--- config.mk ---
export PLATFORM = sky130hd
export DESIGN_NAME = irq_cycle_counter
export DESIGN_NICKNAME = d
export VERILOG_FILES = /design/src/rtl/irqc_pkg.sv /design/src/rtl/irqc_regs.sv /design/src/rtl/irqc_prescale.sv /design/src/rtl/irqc_count.sv /design/src/rtl/irq_cycle_counter.sv
export SDC_FILE = /design/constraint.sdc
export NUM_CORES = 1
export LEC_CHECK = 0
export ABC_AREA = 1
export BUFFER_PORTS_ARGS = -buffer_cell sky130_fd_sc_hd__buf_2
export CORE_MARGIN = 2
export CORE_UTILIZATION = 35
export DETAILED_ROUTE_END_ITERATION = 6
export HOLD_SLACK_MARGIN = 0.1
export PLACE_DENSITY = 0.53
export SLEW_MARGIN = 0
export SYNTH_ARGS = -nofsm -noshare
export SYNTH_HDL_FRONTEND = slang
export SYNTH_SLANG_ARGS = --single-unit
export TNS_END_PERCENT = 10
--- constraint.sdc ---
create_clock -name clk -period 4.04 [get_ports clk]
set_clock_uncertainty 0.05 [all_clocks]
set_input_delay 0.606 -clock clk [delete_from_list [all_inputs] [get_ports clk]]
set_output_delay 0.606 -clock clk [all_outputs]
set_load 0.02 [all_outputs]
--- src/rtl/irqc_pkg.sv ---
`timescale 1ns/1ps
package irqc_pkg;
   // Field order matches the control byte encoding: [2] mode, [1] enable, [0] ack-enable
   typedef struct packed {
      logic cyc_mode;
      logic enable;
      logic ack_en;
   } irqc_ctrl_t;
endpackage

--- src/rtl/irqc_regs.sv ---
`timescale 1ns/1ps
module irqc_regs
   import irqc_pkg::*;
#(
   parameter int CNT_W  = 8,
   parameter int NIB_W  = 4,
   parameter int DATA_W = 8
) (
   input  logic              clk,
   input  logic              rst_n,
   input  logic              wr_lat_lo,
   input  logic              wr_lat_hi,
   input  logic              wr_ctrl,
   input  logic              wr_ack,
   input  logic [DATA_W-1:0] wr_data,
   output logic [CNT_W-1:0]  lat_q,
   output irqc_ctrl_t        ctrl_q,
   output logic              reload
);
   assign reload = wr_ctrl & wr_data[1];

   always_ff @(posedge clk or negedge rst_n) begin
      if (!rst_n) begin
         lat_q <= '0;
      end else begin
         if (wr_lat_lo) lat_q[NIB_W-1:0]     <= wr_data[NIB_W-1:0];
         if (wr_lat_hi) lat_q[CNT_W-1:NIB_W] <= wr_data[NIB_W-1:0];
      end
   end

   always_ff @(posedge clk or negedge rst_n) begin
      if (!rst_n) begin
         ctrl_q <= '0;
      end else if (wr_ctrl) begin
         ctrl_q <= irqc_ctrl_t'(wr_data[2:0]);
      end else if (wr_ack) begin
         ctrl_q.enable <= ctrl_q.ack_en;
      end
   end
endmodule

--- src/rtl/irqc_prescale.sv ---
`timescale 1ns/1ps
module irqc_prescale #(
   parameter int PRE_W        = 10,
   parameter int LINE_DOTS    = 341,
   parameter int DOTS_PER_CYC = 3
) (
   input  logic                    clk,
   input  logic                    rst_n,
   input  logic                    step,
   input  logic                    reload,
   output logic                    tick,
   output logic signed [PRE_W-1:0] pre_q
);
   localparam logic signed [PRE_W-1:0] LINE_S = PRE_W'(LINE_DOTS);
   localparam logic signed [PRE_W-1:0] DOTS_S = PRE_W'(DOTS_PER_CYC);

   logic signed [PRE_W-1:0] nxt;
   logic                    spent;

   assign nxt   = pre_q - DOTS_S;
   assign spent = nxt[PRE_W-1] || (nxt == '0);
   assign tick  = step & spent;

   always_ff @(posedge clk or negedge rst_n) begin
      if (!rst_n) begin
         pre_q <= '0;
      end else if (reload) begin
         pre_q <= LINE_S;
      end else if (step) begin
         pre_q <= spent ? (nxt + LINE_S) : nxt;
      end
   end
endmodule

--- src/rtl/irqc_count.sv ---
`timescale 1ns/1ps
module irqc_count #(
   parameter int CNT_W = 8
) (
   input  logic             clk,
   input  logic             rst_n,
   input  logic             tick,
   input  logic             reload,
   input  logic             clr,
   input  logic [CNT_W-1:0] lat_q,
   output logic [CNT_W-1:0] cnt_q,
   output logic             irq
);
   logic at_top;
   assign at_top = &cnt_q;

   always_ff @(posedge clk or negedge rst_n) begin
      if (!rst_n) begin
         cnt_q <= '0;
      end else if (reload) begin
         cnt_q <= lat_q;
      end else if (tick) begin
         cnt_q <= at_top ? lat_q : cnt_q + CNT_W'(1);
      end
   end

   always_ff @(posedge clk or negedge rst_n) begin
      if (!rst_n) begin
         irq <= 1'b0;
      end else if (clr) begin
         irq <= 1'b0;
      end else if (tick && at_top) begin
         irq <= 1'b1;
      end
   end
endmodule

--- src/rtl/irq_cycle_counter.sv ---
`timescale 1ns/1ps
module irq_cycle_counter
   import irqc_pkg::*;
#(
   parameter int CNT_W        = 8,
   parameter int NIB_W        = 4,
   parameter int DATA_W       = 8,
   parameter int PRE_W        = 10,
   parameter int LINE_DOTS    = 341,
   parameter int DOTS_PER_CYC = 3,
   parameter bit SCANLINE_EN  = 1'b1
) (
   input  logic              clk,
   input  logic              rst_n,
   input  logic              cpu_ce,
   input  logic              wr_lat_lo,
   input  logic              wr_lat_hi,
   input  logic              wr_ctrl,
   input  logic              wr_ack,
   input  logic [DATA_W-1:0] wr_data,
   output logic              irq
);
   localparam int PRE_MAX = (1 << (PRE_W - 1)) - 1;

   if (CNT_W != 2 * NIB_W) begin : g_bad_cnt
      $error("CNT_W must be twice NIB_W");
   end
   if (DATA_W < 3 || DATA_W < NIB_W) begin : g_bad_data
      $error("DATA_W too narrow for control or reload halves");
   end
   if (LINE_DOTS > PRE_MAX || DOTS_PER_CYC < 1 || DOTS_PER_CYC >= LINE_DOTS) begin : g_bad_pre
      $error("prescaler range does not fit PRE_W");
   end

   irqc_ctrl_t              ctrl_q;
   logic [CNT_W-1:0]        lat_q;
   logic [CNT_W-1:0]        cnt_q;
   logic signed [PRE_W-1:0] pre_q;
   logic                    reload;
   logic                    busy;
   logic                    step;
   logic                    cyc_tick;
   logic                    line_tick;
   logic                    tick;
   logic                    ctrl_en;

   assign ctrl_en  = ctrl_q.enable;
   assign busy     = wr_ctrl | wr_ack;
   assign step     = cpu_ce & ctrl_q.enable & ~busy;
   assign cyc_tick = step & ctrl_q.cyc_mode;
   assign tick     = cyc_tick | line_tick;

   irqc_regs #(.CNT_W(CNT_W), .NIB_W(NIB_W), .DATA_W(DATA_W)) u_regs (
      .clk       (clk),
      .rst_n     (rst_n),
      .wr_lat_lo (wr_lat_lo),
      .wr_lat_hi (wr_lat_hi),
      .wr_ctrl   (wr_ctrl),
      .wr_ack    (wr_ack),
      .wr_data   (wr_data),
      .lat_q     (lat_q),
      .ctrl_q    (ctrl_q),
      .reload    (reload)
   );

   if (SCANLINE_EN) begin : g_line
      irqc_prescale #(
         .PRE_W(PRE_W), .LINE_DOTS(LINE_DOTS), .DOTS_PER_CYC(DOTS_PER_CYC)
      ) u_pre (
         .clk    (clk),
         .rst_n  (rst_n),
         .step   (step & ~ctrl_q.cyc_mode),
         .reload (reload),
         .tick   (line_tick),
         .pre_q  (pre_q)
      );
   end else begin : g_noline
      assign line_tick = 1'b0;
      assign pre_q     = '0;
   end

   irqc_count #(.CNT_W(CNT_W)) u_cnt (
      .clk    (clk),
      .rst_n  (rst_n),
      .tick   (tick),
      .reload (reload),
      .clr    (busy),
      .lat_q  (lat_q),
      .cnt_q  (cnt_q),
      .irq    (irq)
   );
endmodule

---- After elaboration in Yosys (flattened, before gate mapping) ----
Cells that the tools add are included.
word-level totals
  output and inout port bits .............. 1
  register bits after elaboration ......... 30
  input bits .............................. 15
  word-level logic and storage cells ...... 39
operators by class
  bitwise operators ....................... 10
  muxes and demuxes ....................... 10
  add/sub/neg operators ................... 3
  reduce and logical (&&, ||, !) cells .... 8
operators with widths
  kind                    number
  $mux 10                 3
  $mux 8                  3
  $add 10x10->10 const B  1
  $logic_not 10->1        1
  $sub 10x3->10 const B   1
  $add 8x1->8 const B     1
  $reduce_and 8->1        1
  $reduce_bool 2->1       4
  $and 1x1->1             6
  $mux 1                  4
  $not 1->1               2
  $or 1x1->1              2
  $logic_and 1x1->1       1
  $logic_or 1x1->1        1

---- Logic depth before layout (Yosys ltp) ----
Gate-level depths: netlist of the first run.
  depth after elaboration ................. 9
  gate-level depth with buffers ........... 16
  gate-level depth less buffers ........... 16

---- By module ----
Synthesis of the first run repeated with hierarchy kept, for this count alone.
unflattened totals
  cell total of the unflattened synthesis .. 303
  area, all modules ....................... 2084.5 um2
by module, submodules not included
  module             cells each  times used  sequential area each (um2)  area an instance (um2)
  irqc_prescale      152         1           250.2                       972.2
  irqc_count         96          1           225.2                       654.4
  irqc_regs          46          1           275.3                       420.4
  irq_cycle_counter  9           1           0.0                         37.5

---- Worst setup path before layout of the first run ----
OpenSTA, ideal clock, no wires.
  kind .................................... reg-to-reg
  start point ............................. register g_line.u_pre.pre_q[2]
  end point ............................... register u_cnt.cnt_q[0]
  clock period less this slack ............ 1.977 ns
  slack ................................... 2.063 ns
  required time ........................... 3.870 ns
  arrival time ............................ 1.807 ns
  library setup time ...................... 0.120 ns
  stages on the path, launching flop included .. 13
  buffers on the path ..................... 0
  path through ............................ dfrtp_1 inv_2 ha_1 nand2_1 nand2_2 nor2_1 nand3_1 xor2_2 nand3_2 nand2_2 nand2_4 o21ai_1 nand2_1
on the way
  longest elaborated chain between the ends .. 6
ends and longest elaborated chain
  element                        RTL line                 source
  start: declaration             irqc_prescale.sv:12      output logic signed [PRE_W-1:0] pre_q
  start signal: assignment       irqc_prescale.sv:30      pre_q <= spent ? (nxt + LINE_S) : nxt;
  $sub 10x3->10 *                irqc_prescale.sv:20      assign nxt = pre_q - DOTS_S;
  $logic_not 10->1               irqc_prescale.sv:21      assign spent = nxt[PRE_W-1] || (nxt == '0);
  $logic_or 1x1->1 *             irqc_prescale.sv:21
  $and 1x1->1 *                  irqc_prescale.sv:22      assign tick = step & spent;
  $or 1x1->1 *                   irq_cycle_counter.sv:51  assign tick = cyc_tick | line_tick;
  $reduce_bool 2->1 (no line) *  --
  end signal: assignment         irqc_count.sv:21         cnt_q <= lat_q;
  end signal: assignment         irqc_count.sv:23         cnt_q <= at_top ? lat_q : cnt_q + CNT_W'(1);
  end: declaration               irqc_count.sv:11         output logic [CNT_W-1:0] cnt_q,
Mark *: on every way between the ends. The rest lies on a longest branch, timed or not.
A chain may end at the register's enable or synchronous reset.

---- Final worst setup path of the first run ----
  start point ............................. register g_line.u_pre.pre_q[2]
  end point ............................... register g_line.u_pre.pre_q[1]
on the way
  longest elaborated chain between the ends .. 6
ends and longest elaborated chain
  element             RTL line             source
  $sub 10x3->10 *     irqc_prescale.sv:20
  $logic_not 10->1    irqc_prescale.sv:21
  $logic_or 1x1->1 *  irqc_prescale.sv:21
  $mux 10 *           irqc_prescale.sv:30
  $mux 10 *           irqc_prescale.sv:29  end else if (step) begin
  $mux 10 *           irqc_prescale.sv:27  end else if (reload) begin
Mark *: on every way between the ends. The rest lies on a longest branch, timed or not. The select of a mux whose other input is x is not followed.

==> results of run 1 <==
[power by group through the flow]
stage               logic (mW)  clock network, mW  registers (mW)
floorplan                0.104                  0           0.363
global placement         0.136                  0           0.371
detailed placement       0.138                  0           0.372
CTS                      0.139              0.264           0.367
global route             0.162              0.278           0.372
finish                   0.137              0.253           0.367
[layout make-up]
class / count / area, um^2 / area share
multi-input cells: 204 / 1030 / 0.475
clock buffers: 6 / 82.6 / 0.0382
flip-flops and latches: 30 / 751 / 0.347
inverters: 36 / 135 / 0.0625
well taps: 72 / 90.1 / 0.0417
repair buffers: 12 / 62.6 / 0.0290
clock inverters: 2 / 12.5 / 0.00579
[routing by layer]
metal / part of all wire / up-vias / track usage
met2: 0.42 / 26 / 0.227
li1: - / 901 / -
met5: 0 / - / 0
met1: 0.53 / 727 / 0.218
met3: 0.037 / 6 / 0.0310
met4: 0.011 / 0 / 0.0421
[cells in the final DEF, fill, tap and decap left out, drive strengths merged]
| master | instances |
|---|---|
| o21ai | 24 |
| inv | 35 |
| a21boi | 1 |
| a21oi | 6 |
| clkbuf | 6 |
| nand2 | 88 |
| nand4 | 2 |
| xnor2 | 1 |
| clkinvlp | 1 |
| mux2 | 2 |
| dfrtp | 30 |
| xor2 | 5 |
| nor2 | 29 |
| clkinv | 2 |
| o221ai | 1 |
| ha | 4 |
| nor3 | 2 |
| buf | 12 |
| nand3 | 38 |
| o22ai | 1 |
[cells by family after synthesis]
family / count (synthesis) / synth area share
compound gates: 33 / 0.0894
buf+inv: 39 / 0.0797
flops: 30 / 0.389
fa+ha+maj: 4 / 0.0259
mux: 2 / 0.0117
simple gates: 159 / 0.370
xor+xnor: 6 / 0.0350
[registers in the layout (all words and copies together) (netlist names)]
name and flops:
u_regs.lat_q 8, u_cnt.cnt_q 8, u_cnt.irq 1, g_line.u_pre.pre_q 10, u_regs.ctrl_q 3
[path summary, 6_finish.rpt]
path | to | cells after the start | slack, ns | from
min in group clk | u_regs.ctrl_q[0] | 2 | 0.43 | u_regs.ctrl_q[0]
worst min register to register | u_regs.ctrl_q[0] | 2 | 0.43 | u_regs.ctrl_q[0]
worst max register to register | g_line.u_pre.pre_q[1] | 12 | 1.74 | g_line.u_pre.pre_q[2]
max in group asynchronous | u_cnt.cnt_q[6] | 1 | 3.19 | rst_n
worst min-delay path | g_line.u_pre.pre_q[3] | 1 | 0.30 | rst_n
worst max-delay path | g_line.u_pre.pre_q[1] | 12 | 1.74 | g_line.u_pre.pre_q[2]
[synthesized netlist by cell type, drive strengths merged]
| master | instances | area share |
|---|---|---|
| o21ai | 24 | 0.062 |
| xor2 | 5 | 0.030 |
| nand3 | 38 | 0.10 |
| a21oi | 6 | 0.016 |
| mux2 | 2 | 0.012 |
| buf | 2 | 0.0078 |
| o22ai | 1 | 0.0032 |
| nand2 | 88 | 0.19 |
| a21boi | 1 | 0.0039 |
| dfrtp | 30 | 0.39 |
| nor3 | 2 | 0.0052 |
| ha | 4 | 0.026 |
| inv | 35 | 0.068 |
| nor2 | 29 | 0.069 |
| nand4 | 2 | 0.0065 |
| o221ai | 1 | 0.0045 |
| xnor2 | 1 | 0.0045 |
| clkinv | 1 | 0.0019 |
| clkbuf | 1 | 0.0019 |
[metrics by stage]
step	util	power (mW)	instances	hold slack [ns]	instance area, um^2
2_1_floorplan	-	0.467	273	0.260	1930
3_3_place_gp	0.382	0.507	354	0.410	2070
3_5_place_dp	0.382	0.510	354	0.415	2070
4_1_cts	0.400	0.769	362	0.338	2160
5_1_grt	0.400	0.812	362	0.376	2160
6_report	0.400	0.757	362	0.305	2160
==> impl.org, run 1 <==
** Floorplanning
- The die is slightly below 80 um tall.
- The die covers slightly above 0.006 mm^2.
- Number of top-level pins :: 16
- For this configuration, the core starts out at a cell density of 0.357.
- Horiz. Die Dim :: roughly 78 um
- Num rows :: 27
- Placeable Area :: approximately 0.0054 mm^2

** STA
- Setup repair after global routing left no endpoint under its margin.
- Headroom to the max-slew limit came out at 0.536.
- Least-Margin Pin Slew :: between 0.6 and 0.7 ns
- In the finished design, the share of the clock period the worst path needs comes to 0.569.
- For this run, the top clock speed supported by timing is about 430 MHz.
- Once routing completed, OpenROAD measured the worst setup slack at around 1.7 ns.
- Count of endpoints failing setup in the final report :: 0
- The routed design could run at a clock period as short as 2.30 ns.
- Final Hold Fails :: 0
- After routing, the total negative slack on setup checks comes to 0 ns.
- Final Max Tran Viols :: 0

** GRT
- Pin count of the biggest net entering global routing :: 31
- Overflow after GRT :: 0
- The number of global-route vias before repair came to approximately 1600.
- Number of antenna violations at the first check in global routing :: 0
- Global-route wire length before repair :: 7.29 mm
- Total global-route track usage :: 0.150

** Logic synthesis
- Number of storage elements in the synthesis netlist :: 30
- Gate count of the mapped netlist :: between 200 and 300
- Number of synthesis warnings :: 0
- The number of nets handed over by synthesis was a little under 300.
- Post-synth cell types :: 28
- Sequential fraction of the synthesis area :: 0.389
- The mapped netlist covers a little under 0.002 mm^2.
- Mapped Avg Cell Area :: a little over 7 um^2

** Clock network
- TritonCTS built the clock tree.
- In this run the clock root is driven by a clkbuf_8.
- CTS H-tree lvls :: 2
- In this run, CTS created clock tree buffers numbering 5.
- Counting along the longest clock path gives a buffer depth of 2.
- Clock transition at the register clock pins on the worst setup and hold paths after CTS :: roughly 0.07 ns
- Postcts setup bufs :: 0
- Hold Buf Count CTS :: 0
- The clock reaches the later pin of the worst-skew pair after between 0.2 and 0.3 ns.
- The clock net in this run drives a total of 30 sinks.
- CTS-repair resized insts :: 0

** Cells and area
- The number of antenna diodes in the final layout is 0.
- Ratio of cells with drive above 1 in the final layout :: 0.124
- Growth of design area from synthesis to finish :: 11.9%
- The layout has ~590 filler cells.
- After the last flow step, the layout net total stands at just over 300.

** Detailed routing
- The final layout contains routed wiring with a total length of a little over 4 mm.
- Dividing the detail-routed wire length by the instance count gives about 11 um.
- The first detailed-routing pass ran for 4 iterations.
- Starting DRT DRC Count :: about 70
- Number of nets with antenna violations after routing :: 0
- Detailed-route vias per instance :: around 4.6
- In the routed design, unresolved DRC markers number 0.
- Total vias in the final route :: between 1500 and 2000

** Pwr
- The analysis attributes to net switching a power of between 0.2 and 0.25 mW.
- In this run the static leakage power is ~1.1 nW.
- Of the total power, combinational logic draws 0.181.
- Clk pwr share :: 0.334
- Design internal power :: 0.526 mW
- Across the VDD grid, the largest voltage drop is between 200 and 300 uV.
- Power density over the cells :: between 300 and 400 mW/mm^2
- Of the total power, the share spent switching nets is 0.305.
- Part of the power in registers :: 0.485

** Critical path
- Element type at the critical path end :: register
- Worst Setup Path Type :: reg -> reg
- The slowest stage of the critical path belongs to the cell dfrtp_1.
- Cell Chain, Critical Path :: inv_2 > ha_1 > nand2_1 > nand2_2 > o21ai_1 > nand2_1 > nor2_1 > nand3_2 > nand2_4 > inv_1 > o21ai_0 > o21ai_0
- Required arrival time at the worst endpoint :: between 4 and 5 ns
- The worst setup path is launched from a register.
- The critical path contains buffers and inverters numbering 2 combined.
- Maximum fanout along the worst path :: 15
- Kind of cell with the highest combined delay on the critical path :: simple AND/OR/NAND/NOR gates
- Data arrival time at the worst-slack endpoint :: between 2 and 2.5 ns
- Worst path max stage delay :: ~0.47 ns

** Status
- The flow ran to the end, and the final reports show no timing, DRC or antenna violations.

** Placed design
- Detailed placement ended at an HPWL of about 3 mm.
- I/O Buffers :: 11
- Before CTS, the worst setup slack after placement is about 1.6 ns.
- Global placer's final weighted congestion :: just over 0.8

** Job
- Max-cap violations in this run came to 0.

** Min path
- Tightest Hold Check Type :: in -> async
(Power assumes the default switching activity.)
==> run 2: changes to the inputs <==
PLACE_DENSITY = 0.55   (was 0.53)
clock period = 1.98 ns   (was 4.04 ns; I/O delays follow)
==> run 2 against run 1 <==
  * Register-to-register slack lost 1.7 ns
  * Design area grew 17%
  * Clock power grew 110%
  * Fmax grew 18%
  * Global-route usage grew 1.7 points
  * Critical path depth is the same
  * Sequential cell count is the same
  * Sequential share of layout area shrank 5.1 points
  * Count of clock-buffer cells in the layout is the same
  * Critical endpoint is now g_line.u_pre.pre_q[7]
  * Highest routed layer unchanged
==> impl.org, run 2 (same netlist as run 1, synthesis figures left out) <==
** Cells and area
- The area growth from synthesis to layout is 31.2%.
- The total area of multi-input combinational cells was 0.00116 mm^2 (+13%).
- The library cell used most frequently in the layout, excluding fill and tap cells, is nand2_1.
- Diodes inserted :: 0 (unchanged)
- Register with the most flip-flops :: g_line.u_pre.pre_q
- The final instance count without filler cells is 392 (+8.3%).
- Leaving out fill and tap cells, the most frequent cells in the layout are nand2_1, inv_1, nand3_1.
- Final Net Count :: 338 (+9.7%)
- Flip-flop count of the largest register after layout :: 10 (unchanged)
- Ratio of cells with drive above 1 in the final layout :: 0.281 (+0.157)
- Util after Layout :: 0.469 (+0.0690)
- Final design instance area without fill :: 0.00253 mm^2 (+17%)
- The total area of sequential cells is 752 um^2 (+0.17%).
- The total of fill cells in the finished design is 562 (-5.1%).
- Registers with the most flip-flops :: g_line.u_pre.pre_q (10), u_cnt.cnt_q (8), u_regs.lat_q (8)

** Detailed routing
- Average wire length per cell after detail routing :: 11.3 um (-0.94%)
- Drt drc :: 0 (unchanged)
- The final wirelength came to 4.44 mm (+7.3%).
- The number of vias in the routed layout was 1852 (+12%).
- Number of nets with antenna violations after routing :: 0 (unchanged)
- The detailed-routing iteration count for the pre-antenna-repair pass was 4 (unchanged).
- The number of DRC markers after the initial detailed-route iteration is 75 (+8.7%).
- Detailed-route vias per instance :: 4.72 (+3.0%)

** Floorplanning
- The horizontal die dimension came to 78.3 um (unchanged).
- Number of top-level pins :: 16 (unchanged)
- Initial cell density of the core :: 0.357 (unchanged)
- The die area came to 0.00613 mm^2 (unchanged).
- Num rows :: 27 (unchanged)
- The y dimension of the die is 78.3 um (unchanged).
- Placeable Area :: 0.00541 mm^2 (unchanged)

** Critical path
- The number of buffer and inverter stages on the critical path is 1 (-1).
- The required arrival time at the worst endpoint was 2.11 ns (-2.04 ns).
- The worst setup path is launched from a register.
- The arrival time reported for the critical path endpoint came to 2.07 ns (-0.34 ns).
- Worst reg-to-reg setup slack :: 0.04 ns (-1.70 ns)
- Worst Setup Path Type :: reg -> reg
- The critical path goes through ha_2 > nor2_4 > nand2_4 > nor2_4 > xor2_2 > nand3_4 > nand2_4 > inv_2 > nor2_1 > nor2_1 > nand2_1 > nand2_1.
- STA classifies the critical path endpoint as a register.
- The slowest stage of the critical path belongs to the cell dfrtp_1.
- The cell family contributing the most delay on the critical path is simple AND/OR/NAND/NOR gates.
- The peak fanout along the critical path is 4 (-11).
- Reg2reg end :: g_line.u_pre.pre_q[7]
- The highest cell delay on the worst timing path came to 0.41 ns (-0.06 ns).
- Critical R2R Launch :: g_line.u_pre.pre_q[1]
- The number of cells traversed by the worst register-to-register path came to 12 (unchanged).

** Placed design
- The instance area after placement came to 0.00222 mm^2 (+7.6%).
- The cell total after placement came to 375 (+5.9%).
- The count of input and output buffers came to 11 (unchanged).
- The total half-perimeter wirelength after legalization and detailed placement is 3.27 mm (+7.3%).
- The weighted congestion at the end of routability-driven global placement is 0.787 (-3.5%).

** GRT
- The first-pass GRT wire length came to 8.11 mm (+11%).
- Met2 usage in global routing :: 0.260 (+0.0336)
- Via count of the first global-routing pass :: 1753 (+11%)
- Pin count of the biggest net entering global routing :: 31 (unchanged)
- Total global-route track usage :: 0.167 (+0.0168)
- The met3 usage is 0.0310 (unchanged).
- GR met1 Demand/Resource :: 0.235 (+0.0170)
- The total congestion overflow came to 0 (unchanged).
- Most utilized layer in the global route result :: met2
- Number of antenna violations at the first check in global routing :: 0 (unchanged)

** STA
- The period utilization was 0.980 (+0.411).
- The total count of max-transition violations in the final report was 0 (unchanged).
- The time the worst path needs with I/O delays and setup came to 1.94 ns (-0.359 ns).
- The actual transition at the worst max-transition pin was 0.684 ns (-0.00982 ns).
- Count of endpoints failing setup in the final report :: 0 (unchanged)
- The achievable frequency was 515 MHz (+18%).
- The sum of negative setup slack is 0 ns (unchanged).
- Setup repair after global routing could not meet its margin everywhere.
- The number of hold violations in the final report came to 0 (unchanged).
- Relative slew slack :: 0.544 (+0.00826)
- Min Hold Slack :: 0.177 ns (-0.128 ns)

** Min path
- Hold path endpoint :: u_regs.lat_q[7]
- The worst hold path passes through 3 cells.
- The path class of the tightest hold or removal check is in -> reg.
- The worst hold path begins at wr_data[3].

** Job
- The number of max-cap violations came to 0 (unchanged).

** Pwr
- Worst IR drop on VDD :: 474 uV (+58%)
- The total power density per cell area came to 633 mW/mm^2 (+81%).
- Leakage power figure :: 1.24 nW (+15%)

** Clock network
- CTS H-tree lvls :: 2 (unchanged)
- Clock transition at the register clock pins on the worst setup and hold paths after CTS :: 0.07 ns (about the same)
- The number of sinks handled by clock tree synthesis is 30 (unchanged).
- CTS buffer count :: 5 (unchanged)
- Insertion delay of the later-clocked pin in the worst-skew pair :: 0.28 ns (about the same)
- TritonCTS built the clock tree.
- Clock Root Buffer :: clkbuf_8
- The buffer depth of the longest clock path is 2 (unchanged).

** Status
- Result of the run :: complete, no violations
## run 2: cell count changes in the layout (fill, tap and decap cells not counted), moves of 5 or more
cell	before	now
buf_4	1	27
nand2_1	83	75
nor2_1	25	18
nand2_2	2	7
nand3_1	36	31
## run 2: worst max path at each step
| stage | start | to | slack [ns] | cells after the start |
|---|---|---|---|---|
| 2_1_floorplan | g_line.u_pre.pre_q[2] | u_cnt.cnt_q[0] | 0.003 | 12 |
| 3_3_place_gp | g_line.u_pre.pre_q[1] | g_line.u_pre.pre_q[1] | -0.06 | 11 |
| 3_5_place_dp | g_line.u_pre.pre_q[1] | g_line.u_pre.pre_q[1] | -0.06 | 11 |
| 4_1_cts | g_line.u_pre.pre_q[1] | g_line.u_pre.pre_q[7] | 0.005 | 13 |
| 5_1_grt | g_line.u_pre.pre_q[1] | g_line.u_pre.pre_q[7] | -0.08 | 12 |
| 6_report | g_line.u_pre.pre_q[1] | g_line.u_pre.pre_q[7] | 0.04 | 12 |
## run 2: worst min-delay path: cells and delay by family
kind	cells	cell delay (ns)
buffers and inverters	1	0.09
AND/OR/NAND/NOR	1	0.04
AO/OA/AOI/OAI	1	0.06
## run 2: routing by layer
| layer | vias up | share of wire |
|---|---|---|
| li1 | 970 | - |
| met1 | 857 | 0.51 |
| met2 | 19 | 0.45 |
| met3 | 6 | 0.025 |
| met4 | 0 | 0.012 |
| met5 | - | 0 |
## run 2: area by class of cell
class | count | share of cell area
clock buffer | 6 | 0.0326
tap | 72 | 0.0356
timing repair buffer | 41 | 0.118
sequential | 30 | 0.297
clock inverter | 2 | 0.00494
multi-input combinational | 205 | 0.459
inverter | 36 | 0.0533
## run 2: report_power, final
part / switching [mW] / internal (mW) / leakage [nW] / total [mW]
clock network: 0.248 / 0.279 / 0.0472 / 0.527
registers: 0.0590 / 0.683 / 0.362 / 0.742
logic: 0.191 / 0.144 / 0.833 / 0.335
total: 0.498 / 1.11 / 1.24 / 1.60
## run 2: timing repair
| action | 4_1_cts | 5_1_grt |
|---|---|---|
| endpoints found under the setup margin | 12 | 19 |
| resized for setup | 12 | 27 |
| gates cloned | 1 | 0 |
| hold buffers | 1 | 0 |
| setup buffers | 4 | 3 |
| pin swaps | 7 | 11 |
| hold endpoints to repair | 30 | 0 |
## run 2: per-stage QoR
step	power, mW	setup slack, ns
2_1_floorplan	0.953	0.00258
6_report	1.60	0.0391
3_3_place_gp	1.07	-0.0629
5_1_grt	1.73	-0.0842
4_1_cts	1.60	0.00491
3_5_place_dp	1.07	-0.0598
